[src/rtl/insn_mutator_pkg.sv]
// Package: shared encodings for the instruction mutator.
// Assumes a 32-bit MIPS-style word: 6-bit opcode, three 5-bit register fields.
package insn_mutator_pkg;

    localparam int INSN_W = 32;
    localparam int REG_W  = 5;
    localparam int OP_W   = 6;
    localparam int FN_W   = 6;
    localparam int NUM_FIELDS = 3;

    // primary opcodes
    localparam logic [OP_W-1:0] OP_SPECIAL = 6'd0;
    localparam logic [OP_W-1:0] OP_REGIMM  = 6'd1;
    localparam logic [OP_W-1:0] OP_BEQ     = 6'd4;
    localparam logic [OP_W-1:0] OP_BNE     = 6'd5;
    localparam logic [OP_W-1:0] OP_BLEZ    = 6'd6;
    localparam logic [OP_W-1:0] OP_BGTZ    = 6'd7;
    localparam logic [OP_W-1:0] OP_ADDI    = 6'd8;
    localparam logic [OP_W-1:0] OP_ADDIU   = 6'd9;
    localparam logic [OP_W-1:0] OP_SLTI    = 6'd10;
    localparam logic [OP_W-1:0] OP_SLTIU   = 6'd11;
    localparam logic [OP_W-1:0] OP_ANDI    = 6'd12;
    localparam logic [OP_W-1:0] OP_XORI    = 6'd14;
    localparam logic [OP_W-1:0] OP_BEQL    = 6'd20;
    localparam logic [OP_W-1:0] OP_BNEL    = 6'd21;
    localparam logic [OP_W-1:0] OP_BLEZL   = 6'd22;
    localparam logic [OP_W-1:0] OP_BGTZL   = 6'd23;

    // register-branch conditions carried in rt under OP_REGIMM
    localparam logic [REG_W-1:0] RC_LTZ     = 5'd0;
    localparam logic [REG_W-1:0] RC_GEZ     = 5'd1;
    localparam logic [REG_W-1:0] RC_LTZL    = 5'd2;
    localparam logic [REG_W-1:0] RC_GEZL    = 5'd3;
    localparam logic [REG_W-1:0] RC_LTZAL   = 5'd16;
    localparam logic [REG_W-1:0] RC_GEZAL   = 5'd17;
    localparam logic [REG_W-1:0] RC_LTZALL  = 5'd18;
    localparam logic [REG_W-1:0] RC_GEZALL  = 5'd19;

    // what the decoder wants done with a word
    typedef enum logic [1:0] {
        ACT_RETRY   = 2'd0,
        ACT_ILLEGAL = 2'd1,
        ACT_FIELD   = 2'd2,
        ACT_REWRITE = 2'd3
    } act_e;

    // register field to substitute; value is the field index
    typedef enum logic [1:0] {
        FLD_RS = 2'd0,
        FLD_RT = 2'd1,
        FLD_RD = 2'd2
    } fld_e;

    typedef struct packed {
        act_e              act;
        fld_e              fld;
        logic [INSN_W-1:0] word;   // rewritten word for ACT_REWRITE
    } plan_t;

    // bit position of register field i (rs, rt, rd)
    function automatic int field_lsb(input int idx);
        return 21 - REG_W * idx;
    endfunction

endpackage

[src/rtl/mut_decode.sv]
// Module: mut_decode
// Classifies an instruction and picks a mutation: a register field to
// substitute, a rewritten branch word, retry or illegal. Purely combinational.
// Assumes the caller has already handled zero words and delete mode.
module mut_decode
    import insn_mutator_pkg::*;
(
    input  logic [INSN_W-1:0] insn,
    input  logic              pick_src,   // 1: alter a source, 0: a destination
    input  logic              pick_rs,    // 1: rs, 0: rt when a source is altered
    output plan_t             plan
);

    logic [OP_W-1:0]  opc;
    logic [FN_W-1:0]  fn;
    logic [REG_W-1:0] rs_f;
    logic [REG_W-1:0] rt_f;
    fld_e             src_fld;

    assign opc     = insn[31:26];
    assign fn      = insn[5:0];
    assign rs_f    = insn[25:21];
    assign rt_f    = insn[20:16];
    assign src_fld = pick_rs ? FLD_RS : FLD_RT;

    // decode class and choose the action
    always_comb begin
        plan.act  = ACT_RETRY;
        plan.fld  = FLD_RS;
        plan.word = insn;
        case (opc)
            OP_SPECIAL: begin
                case (fn)
                    6'd0, 6'd2, 6'd3, 6'd4, 6'd6, 6'd7,
                    6'd32, 6'd33, 6'd34, 6'd35, 6'd36, 6'd37,
                    6'd38, 6'd39, 6'd42, 6'd43: begin
                        plan.act = ACT_FIELD;
                        plan.fld = pick_src ? src_fld : FLD_RD;
                    end
                    6'd24, 6'd25, 6'd26, 6'd27: begin
                        plan.act = ACT_FIELD;
                        plan.fld = src_fld;
                    end
                    6'd16, 6'd18: begin
                        plan.act = ACT_FIELD;
                        plan.fld = FLD_RD;
                    end
                    6'd17, 6'd19: begin
                        plan.act = ACT_FIELD;
                        plan.fld = FLD_RS;
                    end
                    6'd8, 6'd9, 6'd12, 6'd13, 6'd15: plan.act = ACT_RETRY;
                    default: plan.act = ACT_ILLEGAL;
                endcase
            end
            OP_REGIMM: begin
                plan.act = pick_src ? ACT_FIELD : ACT_REWRITE;
                plan.fld = FLD_RS;
                case (rt_f)
                    RC_GEZ:    plan.word = {OP_BGTZ,  rs_f, 5'd0, insn[15:0]};
                    RC_GEZL:   plan.word = {OP_BGTZL, rs_f, 5'd0, insn[15:0]};
                    RC_LTZ:    plan.word = {OP_BLEZ,  rs_f, 5'd0, insn[15:0]};
                    RC_LTZL:   plan.word = {OP_BLEZL, rs_f, 5'd0, insn[15:0]};
                    RC_GEZAL:  plan.word = {OP_REGIMM, rs_f, RC_LTZAL,  insn[15:0]};
                    RC_LTZAL:  plan.word = {OP_REGIMM, rs_f, RC_GEZAL,  insn[15:0]};
                    RC_GEZALL: plan.word = {OP_REGIMM, rs_f, RC_LTZALL, insn[15:0]};
                    RC_LTZALL: plan.word = {OP_REGIMM, rs_f, RC_GEZALL, insn[15:0]};
                    default:   plan.act  = ACT_ILLEGAL;
                endcase
            end
            OP_BEQ, OP_BNE, OP_BEQL, OP_BNEL: begin
                plan.act  = pick_src ? ACT_FIELD : ACT_REWRITE;
                plan.fld  = src_fld;
                // opcode bit 0 separates equal from not-equal in both pairs
                plan.word = {opc[5:1], ~opc[0], insn[25:0]};
                if (opc == OP_BEQ && rs_f == '0 && rt_f == '0)
                    plan.act = ACT_RETRY;
            end
            OP_BLEZ, OP_BGTZ, OP_BLEZL, OP_BGTZL: begin
                plan.act = pick_src ? ACT_FIELD : ACT_REWRITE;
                plan.fld = FLD_RS;
                case (opc)
                    OP_BGTZ:  plan.word = {OP_REGIMM, rs_f, RC_GEZ,  insn[15:0]};
                    OP_BGTZL: plan.word = {OP_REGIMM, rs_f, RC_GEZL, insn[15:0]};
                    OP_BLEZ:  plan.word = {OP_REGIMM, rs_f, RC_LTZ,  insn[15:0]};
                    default:  plan.word = {OP_REGIMM, rs_f, RC_LTZL, insn[15:0]};
                endcase
            end
            OP_ADDI, OP_ADDIU, OP_SLTI, OP_SLTIU, OP_ANDI, OP_XORI: begin
                plan.act = ACT_FIELD;
                plan.fld = pick_src ? FLD_RS : FLD_RT;
            end
            default: plan.act = ACT_RETRY;
        endcase
    end

endmodule

[src/rtl/mut_field_sub.sv]
// Module: mut_field_sub
// Replaces one 5-bit register field with a new number, stepping to the next
// number (mod 32) when the new one equals the present value. Combinational.
// Assumes fld is one of rs, rt, rd.
module mut_field_sub
    import insn_mutator_pkg::*;
(
    input  logic [INSN_W-1:0] insn,
    input  fld_e              fld,
    input  logic [REG_W-1:0]  new_reg,
    output logic [INSN_W-1:0] word
);

    logic [INSN_W-1:0] cand [NUM_FIELDS];

    // one candidate word per register field
    for (genvar f = 0; f < NUM_FIELDS; f++) begin : g_field
        localparam int LSB = field_lsb(f);
        logic [REG_W-1:0] cur;
        logic [REG_W-1:0] nr;
        assign cur     = insn[LSB +: REG_W];
        assign nr      = (new_reg == cur) ? REG_W'(new_reg + 1'b1) : new_reg;
        assign cand[f] = (insn & ~(INSN_W'({REG_W{1'b1}}) << LSB))
                       | (INSN_W'(nr) << LSB);
    end

    // select the candidate for the requested field
    always_comb begin
        case (fld)
            FLD_RS:  word = cand[0];
            FLD_RT:  word = cand[1];
            default: word = cand[2];
        endcase
    end

endmodule

[src/rtl/insn_mutator.sv]
// Module: insn_mutator (top)
// Mutates one requested instruction per beat and registers the word and a
// status with one cycle of latency. Assumes in_ctrl is freshly random per
// request; in_ctrl[22:0] is not used.
module insn_mutator
    import insn_mutator_pkg::*;
(
    input  logic              clk,
    input  logic              rst_n,
    input  logic              in_valid,
    input  logic              in_req,
    input  logic [INSN_W-1:0] in_insn,
    input  logic [INSN_W-1:0] in_ctrl,
    output logic              out_valid,
    output logic [INSN_W-1:0] out_insn,
    output logic              out_done,
    output logic              out_retry,
    output logic              out_illegal
);

    logic              ctl_rs;
    logic              ctl_src;
    logic [1:0]        ctl_mode;
    logic [REG_W-1:0]  ctl_reg;
    logic              unused_ctrl;
    plan_t             plan;
    logic [INSN_W-1:0] sub_word;
    logic [INSN_W-1:0] nxt_insn;
    logic              nxt_done;
    logic              nxt_retry;
    logic              nxt_illegal;

    assign ctl_rs      = in_ctrl[31];
    assign ctl_src     = in_ctrl[30];
    assign ctl_mode    = in_ctrl[29:28];
    assign ctl_reg     = in_ctrl[27:23];
    assign unused_ctrl = ^in_ctrl[22:0];

    mut_decode u_decode (
        .insn     (in_insn),
        .pick_src (ctl_src),
        .pick_rs  (ctl_rs),
        .plan     (plan)
    );

    mut_field_sub u_sub (
        .insn    (in_insn),
        .fld     (plan.fld),
        .new_reg (ctl_reg),
        .word    (sub_word)
    );

    // apply request, zero-word and delete precedence over the decoded plan
    always_comb begin
        nxt_insn    = in_insn;
        nxt_done    = 1'b0;
        nxt_retry   = 1'b0;
        nxt_illegal = 1'b0;
        if (in_req) begin
            if (in_insn == '0) begin
                nxt_retry = 1'b1;
            end else if (ctl_mode == 2'd0) begin
                nxt_insn = '0;
                nxt_done = 1'b1;
            end else begin
                case (plan.act)
                    ACT_FIELD: begin
                        nxt_insn = sub_word;
                        nxt_done = 1'b1;
                    end
                    ACT_REWRITE: begin
                        nxt_insn = plan.word;
                        nxt_done = 1'b1;
                    end
                    ACT_ILLEGAL: nxt_illegal = 1'b1;
                    default:     nxt_retry   = 1'b1;
                endcase
            end
        end
    end

    // output register stage with synchronous reset
    always_ff @(posedge clk) begin
        if (!rst_n) begin
            out_valid   <= 1'b0;
            out_insn    <= '0;
            out_done    <= 1'b0;
            out_retry   <= 1'b0;
            out_illegal <= 1'b0;
        end else begin
            out_valid   <= in_valid;
            out_insn    <= nxt_insn;
            out_done    <= in_valid & nxt_done;
            out_retry   <= in_valid & nxt_retry;
            out_illegal <= in_valid & nxt_illegal;
        end
    end

    // output valid tracks input valid one cycle later
    p_valid_lag_r1: assert property (@(posedge clk) disable iff (!rst_n)
        in_valid |=> out_valid);
    p_idle_lag_r1: assert property (@(posedge clk) disable iff (!rst_n)
        !in_valid |=> !out_valid && !out_done && !out_retry && !out_illegal);

    // no request means untouched word and no status
    p_no_req_pass_r2: assert property (@(posedge clk) disable iff (!rst_n)
        in_valid && !in_req |=> !out_done && !out_retry && !out_illegal
                                && out_insn == $past(in_insn));

    // zero instruction is retried unchanged
    p_zero_retry_r3: assert property (@(posedge clk) disable iff (!rst_n)
        in_valid && in_req && in_insn == '0 |=> out_retry && out_insn == '0);

    // delete mode yields a zero word with done
    p_delete_r4: assert property (@(posedge clk) disable iff (!rst_n)
        in_valid && in_req && in_insn != '0 && in_ctrl[29:28] == 2'd0
        |=> out_done && out_insn == '0);

    // retry and illegal beats leave the word unchanged
    p_keep_word_r13: assert property (@(posedge clk) disable iff (!rst_n)
        out_retry || out_illegal |-> out_insn == $past(in_insn));

    // exactly one status on every requested beat
    p_one_status_r14: assert property (@(posedge clk) disable iff (!rst_n)
        in_valid && in_req |=> $countones({out_done, out_retry, out_illegal}) == 1);

endmodule

[config.mk]
export PLATFORM = sky130hd
export DESIGN_NAME = insn_mutator
export DESIGN_NICKNAME = d
export VERILOG_FILES = /design/src/rtl/insn_mutator_pkg.sv /design/src/rtl/mut_decode.sv /design/src/rtl/mut_field_sub.sv /design/src/rtl/insn_mutator.sv
export SDC_FILE = /design/constraint.sdc
export NUM_CORES = 1
export LEC_CHECK = 0
export CAP_MARGIN = 20
export CORE_UTILIZATION = 55
export CTS_CLUSTER_DIAMETER = 60
export DETAILED_ROUTE_END_ITERATION = 10
export DONT_BUFFER_PORTS = 1
export GPL_TIMING_DRIVEN = 0
export MAX_ROUTING_LAYER = met4
export PLACE_DENSITY = 0.77
export REMOVE_ABC_BUFFERS = 1
export SETUP_SLACK_MARGIN = 0.05
export SYNTH_ARGS = -nofsm -noshare
export SYNTH_HDL_FRONTEND = slang
export SYNTH_SLANG_ARGS = --single-unit
[constraint.sdc]
create_clock -name clk -period 2.95 [get_ports clk]
set_clock_uncertainty 0.15 [all_clocks]
set_input_delay 0.4425 -clock clk [delete_from_list [all_inputs] [get_ports clk]]
set_output_delay 0.4425 -clock clk [all_outputs]
set_load 0.05 [all_outputs]
==> impl_metrics.yaml <==
grt:
  grt_usage_pct: 26.0
  grt_max_degree: 16
  grt.met1_usage_pct: 32.0
  grt-busiest-layer: "met2"
  use_met2_pct: 40.7
  grt_antenna_before_repair: 0
  grt_pass1_wl_microns: 8420
  grt_use_met3_pct: 6.21
  grt_pass1_vias: 1809
  gr-total-overflow: 0
route:
  ant_nets: 0
  drt_iter0_markers: 88
  routed_via_density: 6.31
  routed_wirelength_microns: 5180
  detail_route.wl_per_cell_microns: 17.3
  vias: 1886
  drc: 0
  first_pass_iters: 4
sta:
  hold_viol: 0
  tightest_slew_ns: 0.662
  maxSlewViolCount: 0
  fmax_ghz: 0.415
  rsz0062_at_grt: "no"
  finalSetupViolations: 0
  fin_crit_sh_pct: 81.7
  fin_tns_setup_ns: 0
  fin_crit_ns: 2.41
  slew_headroom_pct: 55.5
pwr:
  ir_drop_v: 0.000201
  p_leak_nw: 0.864
  p_per_area_nw_per_um2: 512
clock_network:
  cts_sinks: 36
  postCtsResizedCells: 0
  cts_max_level: 2
  clk_pin_slew_ns: 0.07
  post-cts-setup-buffer-count: 0
  cts_tree: "built"
  hold_buffers: 0
  clockRootBuffer: "clkbuf_8"
  clockBufferDepth: 2
  cts_buffers: 5
yosys:
  synth_largest_area_cell: "dfxtp_1"
  syn_inst: 255
  ys_ff_latch: 36
  ys_seq_area_share_pct: 32.0
  synth.area.top_cells: "dfxtp_1, xor2_1, xnor2_1, nand2_1, and2_1"
  async_flop_share_pct: 0
  synth_top_cell_area_share_pct: 32.0
  mappedNetlistArea_sq_um: 2250
  synth_ff_type: "dfxtp_1"
  syn_area_per_cell_sq_um: 8.84
  synth_edf_count: 0
  yosysWarnings: 0
  synth_cell_types: 62
floorplan:
  rows: 22
  fp.coreArea_sq_um: 3800
  num_io_pins: 104
  dieArea_sq_um: 4360
  die_w_microns: 66.0
  start_util_pct: 59.3
  dieHeight_microns: 66.0
critical_path:
  crit_type: "primary input to flip-flop"
  cp_slowest_stage_delay_ns: 0.44
  cp-end-kind: "flip-flop"
  path_cells: "nor4_1, nand3_1, nor4_2, nand2b_1, nor2_1, and4bb_1, a22o_1"
  path_delay_family: "simple AND/OR/NAND/NOR gates"
  crit_arrival_ns: 2.45
  startpoint_type: "primary input"
  required_ns: 2.99
  critPathSlowestCell: "nor4_1"
  cp_max_fo: 10
  path_buf_inv: 0
placed_design:
  io_buffer_count: 0
  place_area_sq_um: 2260
  hpwl_microns: 3900
  dp.cells: 291
  gp_congestion: 0.943
finish:
  design_area_sq_um: 2370
  utilization_pct: 62.4
  antenna_cells: 0
  synthToLayoutAreaGrowth_pct: 5.22
  nets: 319
  instances_no_fill: 299
  layout-drive-gt1-share_pct: 13.9
hold_path:
  hold_class: "primary input to flip-flop"
run:
  maxCapViolCount: 0
status:
  status: "finished clean"
==> registers in the layout, summed over array words and instances, names as in the netlist <==
| signal | flops |
|---|---|
| out_illegal | 1 |
| out_valid | 1 |
| out_done | 1 |
| out_insn | 32 |
| out_retry | 1 |
==> where the power goes <==
part | internal [mW] | total (mW) | switching [mW]
Sequential | 0.516 | 0.632 | 0.116
Clock | 0.250 | 0.432 | 0.183
Combinational | 0.0742 | 0.150 | 0.0757
Total | 0.840 | 1.21 | 0.374
==> worst paths after layout <==
path | to | depth (start not counted) | startpoint | slack [ns]
worst max-delay path | out_insn[30]$_SDFF_PN0_ | 7 | in_insn[21] | 0.54
worst min-delay path | out_insn[28]$_SDFF_PN0_ | 1 | in_insn[28] | 0.11
==> cell type report <==
type / count / area, sq um
clock inverter: 3 / 42.5
fill: 334 / 1430
inverter: 9 / 33.8
clock buffer: 5 / 68.8
multi-input combinational: 198 / 1450
tap: 48 / 60.1
sequential: 36 / 721
==> placed cells by master, fill, tap and decap left out, types with 4 or more instances in the layout <==
cell type / n
a21oi_1: 4
a22o_1: 4
and2_1: 10
clkbuf_8: 5
dfxtp_1: 36
inv_1: 9
nand2_1: 25
nand2b_1: 5
nand3_1: 7
nand4_1: 7
nor2_1: 16
nor2b_1: 4
nor3_1: 8
nor4_1: 6
o22a_1: 6
o2bb2ai_1: 5
xnor2_1: 11
xor2_1: 16
==> per-stage QoR <==
| stage | power [mW] | hold WS (ns) | setup WS, ns |
|---|---|---|---|
| after global placement | 0.789 | 0.405 | 0.224 |
| after detailed placement | 0.792 | 0.410 | 0.236 |
| after CTS | 1.22 | 0.102 | 0.537 |
| after global routing | 1.26 | 0.110 | 0.412 |
| after floorplan | 0.769 | 0.402 | 0.666 |
| final | 1.21 | 0.109 | 0.541 |
==> metal layers <==
layer | part of all wire, % | up-vias
met5 | 0 | -
met4 | 1.7 | 0
met3 | 8.9 | 9
met2 | 46 | 91
met1 | 43 | 875
li1 | - | 911
==> cell usage after synthesis (4+ instances only) <==
library cell and count:
dfxtp_1 36, nand2_1 25, nor2_1 16, xor2_1 16, xnor2_1 11, and2_1 10, inv_1 9, nor3_1 8
clkbuf_1 7, nand3_1 7, nand4_1 7, nor4_1 6, o22a_1 6, nand2b_1 5, o2bb2ai_1 5, a21oi_1 4
a22o_1 4, nor2b_1 4
==> cells by family after synthesis <==
logic type / after synthesis / share of synthesized area (%)
xor gates and xnor gates: 27 / 10.5
DFF: 36 / 32.0
and+or+nand+nor: 113 / 30.2
muxes: 4 / 1.89
adders and majority gates: 1 / 0.555
AOI/OAI and AO/OA: 53 / 21.0
buffers and inverters: 21 / 3.89
Power figures use the tool's default switching activity.
